===== src/rtl/timerComparePkg.sv =====
package timerComparePkg;
  localparam int ADDR_W = 3;
  localparam logic [ADDR_W-1:0] ADDR_CTRL   = 3'd0;
  localparam logic [ADDR_W-1:0] ADDR_PRI    = 3'd1;
  localparam logic [ADDR_W-1:0] ADDR_SEC    = 3'd2;
  localparam logic [ADDR_W-1:0] ADDR_PERIOD = 3'd3;
  localparam logic [ADDR_W-1:0] ADDR_FLAG   = 3'd4;

  localparam int ENABLE_BIT = 15;
  localparam int MODE_W     = 3;

  localparam logic [MODE_W-1:0] MODE_SET_HIGH = 3'b001;
  localparam logic [MODE_W-1:0] MODE_SET_LOW  = 3'b010;
  localparam logic [MODE_W-1:0] MODE_PULSE    = 3'b101;

  typedef struct packed {
    logic driveHigh;
    logic driveLow;
    logic clrFlag;
  } cmpStrobe_t;
endpackage


===== src/rtl/timerCompareCtrl.sv =====
module timerCompareCtrl
  import timerComparePkg::*;
#(
  parameter int DATA_W = 16,
  parameter int CNT_W = 16,
  parameter logic [CNT_W-1:0] PERIOD_INIT = CNT_W'(999)
) (
  input  logic                clk,
  input  logic                rstN,
  input  logic                wrEn,
  input  logic [ADDR_W-1:0]   wrAddr,
  input  logic [DATA_W-1:0]   wrData,
  input  logic                priMatch,
  input  logic                secMatch,
  output logic [CNT_W-1:0]    priCmp,
  output logic [CNT_W-1:0]    secCmp,
  output logic [CNT_W-1:0]    periodVal,
  output logic [MODE_W-1:0]   ctrlMode,
  output logic                ctrlEn,
  output cmpStrobe_t          strobe
);
  // register file
  always_ff @(posedge clk or negedge rstN) begin
    if (!rstN) begin
      ctrlMode  <= '0;
      ctrlEn    <= 1'b0;
      priCmp    <= '0;
      secCmp    <= '0;
      periodVal <= PERIOD_INIT;
    end else if (wrEn) begin
      case (wrAddr)
        ADDR_CTRL: begin
          ctrlMode <= wrData[MODE_W-1:0];
          ctrlEn   <= wrData[ENABLE_BIT];
        end
        ADDR_PRI:    priCmp    <= wrData[CNT_W-1:0];
        ADDR_SEC:    secCmp    <= wrData[CNT_W-1:0];
        ADDR_PERIOD: periodVal <= wrData[CNT_W-1:0];
        default: ;
      endcase
    end
  end

  // mode decode into strobes for the datapath
  always_comb begin
    strobe = '0;
    strobe.clrFlag = wrEn && (wrAddr == ADDR_FLAG) && wrData[0];
    if (ctrlEn) begin
      case (ctrlMode)
        MODE_SET_HIGH: strobe.driveHigh = priMatch;
        MODE_SET_LOW:  strobe.driveLow  = priMatch;
        MODE_PULSE: begin
          strobe.driveLow  = secMatch;
          strobe.driveHigh = priMatch && !secMatch;
        end
        default: ;
      endcase
    end
  end
endmodule


===== src/rtl/timerCompareDatapath.sv =====
module timerCompareDatapath
  import timerComparePkg::*;
#(
  parameter int CNT_W = 16
) (
  input  logic             clk,
  input  logic             rstN,
  input  logic [CNT_W-1:0] priCmp,
  input  logic [CNT_W-1:0] secCmp,
  input  logic [CNT_W-1:0] periodVal,
  input  cmpStrobe_t       strobe,
  output logic             priMatch,
  output logic             secMatch,
  output logic [CNT_W-1:0] timerQ,
  output logic             outQ,
  output logic             flagQ
);
  logic nextOut;
  logic levelChange;

  // period timer, wraps at or above the period value
  always_ff @(posedge clk or negedge rstN) begin
    if (!rstN)                   timerQ <= '0;
    else if (timerQ >= periodVal) timerQ <= '0;
    else                          timerQ <= timerQ + CNT_W'(1);
  end

  assign priMatch = (timerQ == priCmp);
  assign secMatch = (timerQ == secCmp);

  always_comb begin
    if (strobe.driveHigh)     nextOut = 1'b1;
    else if (strobe.driveLow) nextOut = 1'b0;
    else                      nextOut = outQ;
  end

  assign levelChange = (nextOut != outQ);

  always_ff @(posedge clk or negedge rstN) begin
    if (!rstN) begin
      outQ  <= 1'b0;
      flagQ <= 1'b0;
    end else begin
      outQ <= nextOut;
      if (levelChange)         flagQ <= 1'b1;
      else if (strobe.clrFlag) flagQ <= 1'b0;
    end
  end
endmodule


===== src/rtl/timerCompareUnit.sv =====
module timerCompareUnit
  import timerComparePkg::*;
#(
  parameter int DATA_W = 16,
  parameter int CNT_W = 16,
  parameter logic [CNT_W-1:0] PERIOD_INIT = CNT_W'(999)
) (
  input  logic              clk,
  input  logic              rstN,
  input  logic              wrEn,
  input  logic [2:0]        wrAddr,
  input  logic [15:0]       wrData,
  output logic              cmpOut,
  output logic              eventFlag,
  output logic [15:0]       timerValue
);
  logic [CNT_W-1:0]  priCmp;
  logic [CNT_W-1:0]  secCmp;
  logic [CNT_W-1:0]  periodVal;
  logic [MODE_W-1:0] ctrlMode;
  logic              ctrlEn;
  logic              priMatch;
  logic              secMatch;
  logic [CNT_W-1:0]  timerQ;
  cmpStrobe_t        strobe;

  timerCompareCtrl #(
    .DATA_W(DATA_W), .CNT_W(CNT_W), .PERIOD_INIT(PERIOD_INIT)
  ) u_ctrl (
    .clk(clk), .rstN(rstN), .wrEn(wrEn), .wrAddr(wrAddr), .wrData(wrData),
    .priMatch(priMatch), .secMatch(secMatch),
    .priCmp(priCmp), .secCmp(secCmp), .periodVal(periodVal),
    .ctrlMode(ctrlMode), .ctrlEn(ctrlEn), .strobe(strobe)
  );

  timerCompareDatapath #(.CNT_W(CNT_W)) u_datapath (
    .clk(clk), .rstN(rstN), .priCmp(priCmp), .secCmp(secCmp),
    .periodVal(periodVal), .strobe(strobe),
    .priMatch(priMatch), .secMatch(secMatch),
    .timerQ(timerQ), .outQ(cmpOut), .flagQ(eventFlag)
  );

  assign timerValue = timerQ;
endmodule


===== config.mk =====
export PLATFORM = sky130hd
export DESIGN_NAME = timerCompareUnit
export DESIGN_NICKNAME = d
export VERILOG_FILES = /design/src/rtl/timerComparePkg.sv /design/src/rtl/timerCompareCtrl.sv /design/src/rtl/timerCompareDatapath.sv /design/src/rtl/timerCompareUnit.sv
export SDC_FILE = /design/constraint.sdc
export NUM_CORES = 1
export LEC_CHECK = 0
export ABC_AREA = 0
export ABC_CLOCK_PERIOD_IN_PS = 2330
export BUFFER_PORTS_ARGS = -buffer_cell sky130_fd_sc_hd__buf_4
export CAP_MARGIN = 25
export CORE_ASPECT_RATIO = 1.25
export CORE_MARGIN = 2
export CORE_UTILIZATION = 55
export CTS_CLUSTER_SIZE = 24
export DETAILED_ROUTE_END_ITERATION = 16
export GPL_ROUTABILITY_DRIVEN = 0
export PLACE_DENSITY = 0.76
export SETUP_SLACK_MARGIN = 0.5
export SYNTH_ARGS = -nofsm -noshare
export SYNTH_HDL_FRONTEND = slang
export SYNTH_SLANG_ARGS = --single-unit

===== constraint.sdc =====
create_clock -name clk -period 2.33 [get_ports clk]
set_input_delay 0.233 -clock clk [delete_from_list [all_inputs] [get_ports clk]]
set_output_delay 0.233 -clock clk [all_outputs]
set_load 0.01 [all_outputs]

==> results of run 1 <==
[path summary, 6_finish.rpt]
path / startpoint / to / cells after the start
hold reg to reg: u_ctrl.periodVal[11]$_DFFE_PN0P_ / u_ctrl.periodVal[11]$_DFFE_PN0P_ / 1
min in group clk: wrData[11] / u_ctrl.periodVal[11]$_DFFE_PN0P_ / 2
setup reg to reg: u_ctrl.periodVal[9]$_DFFE_PN1P_ / u_datapath.timerQ[6]$_DFF_PN0_ / 8
hold / removal: rstN / u_ctrl.secCmp[10]$_DFFE_PN0P_ / 1
setup / recovery: u_ctrl.periodVal[9]$_DFFE_PN1P_ / u_datapath.timerQ[6]$_DFF_PN0_ / 8
max in group asynchronous: rstN / u_datapath.timerQ[1]$_DFF_PN0_ / 1
[layout by cell type (no fill, tap or decap), types with 3 or more instances in the layout]
cell type and n:
dfrtp_2 3, a21o_1 6, xnor2_2 9, ha_1 15, xnor2_1 24, a21oi_1 5, nand3_1 9, buf_4 48
dfrtp_1 59, clkbuf_8 10, nand4_1 9, nor2_2 10, dfstp_2 8, nor2_1 12, mux2_2 52, nand2_1 10
and3_1 5, xor2_1 13, inv_1 17
[Yosys cell counts (2+ instances only)]
cell type / number / share of area (%)
nand2_1: 10 / 1.0
nand4_1: 9 / 1.6
ha_1: 17 / 5.9
nand3_1: 9 / 1.3
nor3_1: 2 / 0.28
xor2_1: 13 / 3.2
o21ai_0: 2 / 0.28
a21o_1: 6 / 1.3
xnor2_1: 31 / 7.6
nor2_1: 20 / 2.1
buf_2: 4 / 0.56
buf_6: 3 / 0.94
a21oi_1: 6 / 0.84
nor2_2: 2 / 0.35
dfrtp_1: 62 / 43
and3_1: 5 / 0.87
buf_4: 2 / 0.42
dfstp_2: 8 / 5.9
mux2_2: 52 / 16
inv_1: 18 / 1.9
o31ai_1: 2 / 0.42
xnor2_2: 2 / 0.91
nor2b_1: 2 / 0.35
[layer usage]
metal,global-route usage [%],vias to the layer above,share of wire [%]
met4,11.1,0,1.8
li1,-,1123,-
met1,27.6,1241,42
met3,3.94,11,2.8
met2,40.6,39,53
met5,0,-,0
[stage by stage]
step / utilization, % / std cells / instance area, µm²
finish: 69.3 / 438 / 4330
detailed placement: 63.8 / 420 / 3990
floorplan: - / 297 / 3600
CTS: 68.1 / 437 / 4250
global placement: 63.8 / 420 / 3990
global route: 69.3 / 438 / 4330
[cell type report]
class	instances	area, µm²
fill	473	1920
timing repair buffer	48	360
inverter	18	67.6
sequential	70	1770
tap	85	106
multi-input combinational	201	1800
clock inverter	6	85.1
clock buffer	10	138
[worst max-delay path, cell delays in order, from the launching register on]
cell      delay [ps]
dfstp_2          540
inv_2             40
ha_4             200
a21o_1           150
a21o_1           180
a21oi_2          150
o211ai_1         150
a41o_2           350
nor2_1           140
[cells by family (layout without fill, tap and decap cells)]
group / count (synthesis) / count (layout) / share of synthesized area (%)
flops: 70 / 70 / 49.2
fa+ha+maj: 17 / 17 / 5.94
xor+xnor: 46 / 46 / 11.7
compound gates: 19 / 20 / 3.56
mux: 52 / 52 / 16.3
buf+inv: 27 / 82 / 3.81
simple gates: 66 / 66 / 9.53
[repair_timing]
item | 4_1_cts | 5_1_grt
gates resized for setup | 9 | 15
pin swaps | 11 | 12
gates cloned | 1 | 0
buffers inserted | 0 | 1
endpoints found under the setup margin | 18 | 18
[state kept, by name, indices dropped and copies added, names as in the netlist]
register / count
u_ctrl.periodVal: 16
u_ctrl.priCmp: 16
u_ctrl.secCmp: 16
u_datapath.timerQ: 16
u_ctrl.ctrlMode: 3
u_ctrl.ctrlEn: 1
u_datapath.flagQ: 1
u_datapath.outQ: 1
[report_power, final]
part,switching [mW],internal [mW]
Combinational,0.601,0.709
Sequential,0.250,1.51
Clock,0.472,0.628
==> reports/qor.txt, run 1 <==
TNS Setup: 0 ps
Post-synthesis sequential area ratio: 49.2%
Hold buffers post-CTS: 0
Fin. max-slew vios: 0
Setup WS pre-CTS: 254 ps
Rows: 32
CTS tree: built
Failing checks: negative hold slack
Yosys cell types: 33
Post-layout power: 4.17 mW
Post-route ant nets: 0
Final min period: 1970 ps
Crit path launch type: flop
R2R Setup Slk: 360 ps
Root Driver: clkbuf_8
WHS: -10.2 ps
Num CTS Buffers: 9
Slew headroom: 42.7%
Power density cells: 963 nW/µm²
Number of buffers added on ports: 39
DP HPWL: 5.30 mm
Flops & latches, synth: 70
Worst Setup End Kind: flop
Hold WC Path Type: input pin to asynchronous set/reset pin
Initial antenna violation count: 0
RSZ-0062 raised after global routing: true
WL/cell: 17.4 µm
DRT iter0 DRCs: 120
Cell Area, Synth: 3580 µm²
Mean post-synth cell area: 12.1 µm²
Share of layout cells above drive strength 1: 44.5%
Die width: 76.2 µm
Worst-Skew Late Latency: 350 ps
Vias in the first global route: 2462
Worst setup margin: 360 ps
Final setup vio count: 0
Core Area: 6250 µm²
Grt ovf: 0
Synth Net Count: 336
Clock slew at reported path FFs: 70 ps
CP Max Fanout: 8
Die height: 94.2 µm
Final period util: 84.6%
DRC viols: 0
Synth Instances: 297
Top_reg_cell synth: dfrtp_1
Largest net degree at the start of global routing: 71
Pre-antenna DRT Iters: 4
Via count: 2414
Ys Warns: 0
Worst vdd ir: 536 µV
Clk_skew: 4.82 ps
Clock buffer depth: 2
Endpoints failing hold: 9
Status: complete, but fails checks
Ys async rst share: 100%
Clock sinks: 70
Total track usage: 23.0%
Slew @ Worst Pin: 859 ps
Final wirelength: 7.62 mm
Die ar.: 7180 µm²
Inserted Diodes: 0
Post-DR vias/cell: 5.51
Max Fclk: 508 MHz
# IOs: 40
Crit path kind: flop to flop
Layout area overhead: 20.7%
Net count, final: 387
LEAKAGE: 1.99 nW
CTS HTree Levels: 3
Initial Util: 57.4%
First-pass GRT wire length: 12.4 mm
Worst Path Required: 2610 ps
Max Cap Viol: 0
Number of synthesized flops with an enable pin: 0
Crit path DAT: 2250 ps
Power figures use the tool's default switching activity.
==> inputs of run 2 (changes only) <==
--- a/config.mk
+++ b/config.mk
@@ -6,7 +6,7 @@
 export NUM_CORES = 1
 export LEC_CHECK = 0
 export ABC_AREA = 0
-export ABC_CLOCK_PERIOD_IN_PS = 2330
+export ABC_CLOCK_PERIOD_IN_PS = 1900
 export BUFFER_PORTS_ARGS = -buffer_cell sky130_fd_sc_hd__buf_4
 export CAP_MARGIN = 25
 export CORE_ASPECT_RATIO = 1.25
==> constraint.sdc (replaced) <==
create_clock -name clk -period 1.9 [get_ports clk]
set_input_delay 0.19 -clock clk [delete_from_list [all_inputs] [get_ports clk]]
set_output_delay 0.19 -clock clk [all_outputs]
set_load 0.01 [all_outputs]
==> run 2 against run 1 <==
Wire length is 6.5% higher. The flow finishes with violations (negative setup slack). Worst setup slack worse by 380 ps. Highest routed layer unchanged. Critical path depth up 1. Flip-flop and latch count stayed put. Cell count rose by 5.5%. Hold slack better by 97 ps. Combinational power is 33% higher. Critical endpoint is now u_datapath.timerQ[14]$_DFF_PN0_.
==> reports/qor.txt, run 2 (synthesized netlist as in run 1, its figures left out) <==
Core Area: 6250 µm²
Final period util: 101%
Pre-antenna DRT Iters: 4
Slew headroom: 66.0%
Area occupied by multi-input gates: 1870 µm²
Fill count: 421
RSZ-0062 raised after global routing: true
Critical R2R Launch: u_ctrl.periodVal[9]$_DFFE_PN1P_
Rows: 32
Leading cell type in the layout, fill and taps excluded: buf_4
Final core occ: 74.4%
DRT iter0 DRCs: 158
Clock sinks: 70
Grt ovf: 0
Max Fclk: 520 MHz
Largest net degree at the start of global routing: 41
Status: complete, but fails checks
Placement Cell Area: 4130 µm²
Total track usage: 24.2%
First-pass GRT wire length: 13.0 mm
WHS: 87.0 ps
Hold Crit Start: wrData[14]
# IOs: 40
Clock buffer depth: 2
Final std cells w/o fill: 462
Die width: 76.2 µm
Slew @ Worst Pin: 510 ps
DRC viols: 0
Combinational power share: 32.1%
Placed Instances: 437
Clock share of power: 27.1%
Reg area: 1770 µm²
Inserted Diodes: 0
Number of buffers added on ports: 39
Endpoints failing hold: 0
Worst vdd ir: 962 µV
Setup WS pre-CTS: -15.0 ps
Most frequent cells in the layout: buf_4, dfrtp_1, mux2_2
Final setup vio count: 10
Net Sw Frac: 30.6%
Via count: 2476
Final min period: 1920 ps
Post-DR vias/cell: 5.36
Root Driver: clkbuf_8
Hold WC Path Type: input pin to flop
Net count, final: 411
Cell family with most CP delay: compound AO/OA/AOI/OAI gates
Clk_skew: 10.5 ps
Worst Setup End Kind: flop
Worst-Skew Late Latency: 350 ps
Failing checks: negative setup slack
Cell Chain, Critical Path: inv_2 > ha_4 > a21o_1 > a21o_1 > a21oi_2 > o211ai_1 > a41o_1 > buf_6 > nor2_1
Post-layout power: 5.40 mW
Crit path kind: flop to flop
Num CTS Buffers: 9
TNS Setup: -104 ps
Die ar.: 7180 µm²
Initial antenna violation count: 0
Post-route ant nets: 0
DP HPWL: 5.72 mm
Finished layout cell area: 4650 µm²
Worst Path Required: 2180 ps
Clock slew at reported path FFs: 80 ps
WL/cell: 17.6 µm
LEAKAGE: 2.17 nW
CTS tree: built
Slowest cell delay on critical path: 540 ps
Layout area overhead: 29.7%
Most used cell, CP: a21o_1
CP Max Fanout: 7
Vias in the first global route: 2618
CP Buf/Inv Count: 2
Share of layout cells above drive strength 1: 50.1%
Final wirelength: 8.12 mm
Fin. max-slew vios: 0
Max Cap Viol: 0
CTS HTree Levels: 3
Crit path DAT: 2200 ps
CP startpoint: u_ctrl.periodVal[9]$_DFFE_PN1P_
Worst setup margin: -23.4 ps
CP max-delay cell: dfstp_2
Initial Util: 57.4%
Die height: 94.2 µm
Sequential Power Share: 40.8%
NetSw: 1.65 mW
Int Pwr: 3.75 mW
Power density cells: 1160 nW/µm²
Crit path launch type: flop
run 2: worst reg2reg max path: cells and delay by family (launching register included):
family	cells	cell delay [ps]
flip-flops	1	540
AO/OA/AOI/OAI	5	800
AND/OR/NAND/NOR	1	100
adder cells (fa/ha/maj)	1	230
buffers and inverters	2	200
run 2: timing repair:
item	CTS	global route
pin swaps	7	9
setup endpoints to repair	18	19
hold buffers	1	0
hold endpoints to repair	34	0
resized for setup	16	27
buffers inserted	3	5
run 2: area by class of cell:
| class | count | area share, % |
|---|---|---|
| Clock buffer | 10 | 2.96 |
| Inverter | 18 | 1.45 |
| Sequential cell | 70 | 38.0 |
| Multi-Input combinational cell | 200 | 40.3 |
| Tap cell | 85 | 2.29 |
| Clock inverter | 6 | 2.34 |
| Timing Repair Buffer | 73 | 12.7 |
run 2: power by group through the flow:
stage,clock network (mW),logic [mW],registers [mW]
detailed placement,0,1.52,2.20
finish,1.46,1.74,2.20
global placement,0,1.47,2.18
CTS,1.49,1.67,2.18
global route,1.55,1.91,2.25
floorplan,0,1.03,2.15
run 2: final timing paths:
kind | endpoint | slack (ps) | cells after the start
min in group asynchronous | u_datapath.timerQ[13]$_DFF_PN0_ | 350 | 2
worst max-delay path | u_datapath.timerQ[14]$_DFF_PN0_ | -20 | 9
worst min-delay path | u_ctrl.secCmp[14]$_DFFE_PN0P_ | 90 | 2
worst max register to register | u_datapath.timerQ[14]$_DFF_PN0_ | -20 | 9
max in group asynchronous | u_ctrl.periodVal[2]$_DFFE_PN1P_ | 920 | 3
worst min register to register | u_ctrl.periodVal[12]$_DFFE_PN0P_ | 510 | 1
run 2: per-layer routing:
metal  up-vias  global-route usage (%)  routed length [µm]
met3        14                    4.13                 206
met2        43                    43.6                4410
met1      1248                    28.8                3350
met5         -                       0                   0
li1       1171                       -                   -
met4         0                    9.85                 148
==> inputs of run 3 (changes only) <==
--- a/config.mk
+++ b/config.mk
@@ -10,7 +10,7 @@
 export BUFFER_PORTS_ARGS = -buffer_cell sky130_fd_sc_hd__buf_4
 export CAP_MARGIN = 25
 export CORE_ASPECT_RATIO = 1.25
-export CORE_MARGIN = 2
+export CORE_MARGIN = 4
 export CORE_UTILIZATION = 55
 export CTS_CLUSTER_SIZE = 24
 export DETAILED_ROUTE_END_ITERATION = 16
==> constraint.sdc (replaced) <==
create_clock -name clk -period 1.9 [get_ports clk]
set_input_delay 0.285 -clock clk [delete_from_list [all_inputs] [get_ports clk]]
set_output_delay 0.285 -clock clk [all_outputs]
set_load 0.01 [all_outputs]
==> run 3 against run 2 <==
The flow now finishes without violations. Register-to-register slack improved by 40 ps. Maximum frequency increased by 1.9%. Global-route usage fell by 2.1 points. Largest power group unchanged. Clock skew is 3.1 ps lower. Non-clock buffer count rose by 4.
==> reports/qor.txt, run 3 (synthesized netlist as in run 1, its figures left out) <==
Status: finished, final reports clean
Leading cell type in the layout, fill and taps excluded: buf_4
WHS: 178 ps
Crit path launch type: flop
Via count: 2491
DP HPWL: 5.72 mm
Clock sinks: 70
DRC viols: 0
Post-layout power: 5.06 mW
Grt ovf: 0
Max Fclk: 530 MHz
Vias in the first global route: 2613
Rows: 32
Inserted Diodes: 0
TNS Setup: 0 ps
Most frequent cells in the layout: buf_4, dfrtp_1, mux2_2
Placement Cell Area: 4160 µm²
CTS tree: built
First-pass GRT wire length: 13.0 mm
Cell Chain, Critical Path: ha_1 > a21oi_1 > nor2b_1 > o21ai_0 > o211ai_1 > a41o_1 > buf_6 > nor2_1
Max Cap Viol: 0
Endpoints failing hold: 0
Busiest grt layer: met2
Crit path kind: flop to flop
Finished layout cell area: 4600 µm²
Hold WC Path Type: input pin to flop
DRT iter0 DRCs: 135
CP max-delay cell: dfrtp_1
Number of buffers added on ports: 39
Die height: 98.2 µm
Root Driver: clkbuf_8
CTS HTree Levels: 3
Worst-Skew Late Latency: 350 ps
# IOs: 40
Clock buffer depth: 2
Fin. max-slew vios: 0
Largest net degree at the start of global routing: 47
Net count, final: 415
Final setup vio count: 0
Slew @ Worst Pin: 571 ps
CP Max Fanout: 8
Cell family with most CP delay: compound AO/OA/AOI/OAI gates
Core Area: 6250 µm²
Worst vdd ir: 653 µV
Initial antenna violation count: 0
Power density cells: 1100 nW/µm²
Share of layout cells above drive strength 1: 49.3%
Clock slew at reported path FFs: 80 ps
Worst Path Required: 2180 ps
Final period util: 99.4%
Die width: 80.2 µm
Layout area overhead: 28.3%
Met3 usage: 4.34%
LEAKAGE: 2.12 nW
Pre-antenna DRT Iters: 6
Crit path DAT: 2170 ps
Met2 Use GR: 37.5%
Final wirelength: 8.02 mm
Met1 Use GR: 26.8%
Post-DR vias/cell: 5.35
Initial Util: 57.4%
RSZ-0062 raised after global routing: true
Total track usage: 22.0%
Clk_skew: 7.41 ps
Fill count: 443
Num CTS Buffers: 9
Die ar.: 7880 µm²
Final min period: 1890 ps
Slew headroom: 61.9%
WL/cell: 17.2 µm
Worst Setup End Kind: flop
CP Buf/Inv Count: 1
Slowest cell delay on critical path: 390 ps
Post-route ant nets: 0
-- run 3: timing repair --
| item | 4_1_cts | 5_1_grt |
|---|---|---|
| setup endpoints to repair | 22 | 26 |
| pin swaps | 12 | 9 |
| gates resized for setup | 26 | 16 |
| buffers inserted | 10 | 3 |
| endpoints found under the hold margin | 35 | 0 |
| hold buffers | 1 | 0 |
-- run 3: area by class of cell --
type / instances / area [µm²] / area share [%]
clock buffers: 10 / 128 / 2.78
clock inverters: 6 / 62.6 / 1.36
inverters: 18 / 67.6 / 1.47
multi-input cells: 200 / 1800 / 39.1
flip-flops and latches: 70 / 1770 / 38.5
well taps: 85 / 106 / 2.31
repair buffers: 77 / 666 / 14.5
-- run 3: power breakdown --
| group | switching [mW] | internal (mW) |
|---|---|---|
| Combinational | 0.733 | 0.968 |
| Sequential | 0.331 | 1.86 |
| Clock | 0.572 | 0.601 |
-- run 3: final timing paths --
check | startpoint | end | slack, ps | depth (start not counted)
setup / recovery | u_datapath.timerQ[13]$_DFF_PN0_ | u_datapath.timerQ[2]$_DFF_PN0_ | 10 | 8
hold / removal | wrData[13] | u_ctrl.periodVal[13]$_DFFE_PN0P_ | 180 | 2
setup reg to reg | u_datapath.timerQ[13]$_DFF_PN0_ | u_datapath.timerQ[2]$_DFF_PN0_ | 10 | 8
hold reg to reg | u_ctrl.periodVal[11]$_DFFE_PN0P_ | u_ctrl.periodVal[11]$_DFFE_PN0P_ | 510 | 1
max in group asynchronous | rstN | u_ctrl.priCmp[9]$_DFFE_PN0P_ | 830 | 3
min in group asynchronous | rstN | u_datapath.timerQ[7]$_DFF_PN0_ | 470 | 2
-- run 3: per-layer routing --
| layer | wire (µm) | share of wire (%) |
|---|---|---|
| met5 | 0 | 0 |
| met4 | 158 | 2.0 |
| met3 | 286 | 3.6 |
| met2 | 4320 | 54 |
| met1 | 3250 | 41 |
-- run 3: per-stage QoR --
| stage | util [%] | setup WS, ps | std cells |
|---|---|---|---|
| 6_report | 73.6 | 11.9 | 466 |
| 5_1_grt | 73.6 | -42.1 | 466 |
| 4_1_cts | 72.5 | -20.3 | 463 |
| 3_5_place_dp | 66.6 | -7.79 | 436 |
| 3_3_place_gp | 66.6 | 46.2 | 436 |
| 2_1_floorplan | - | 53.9 | 297 |
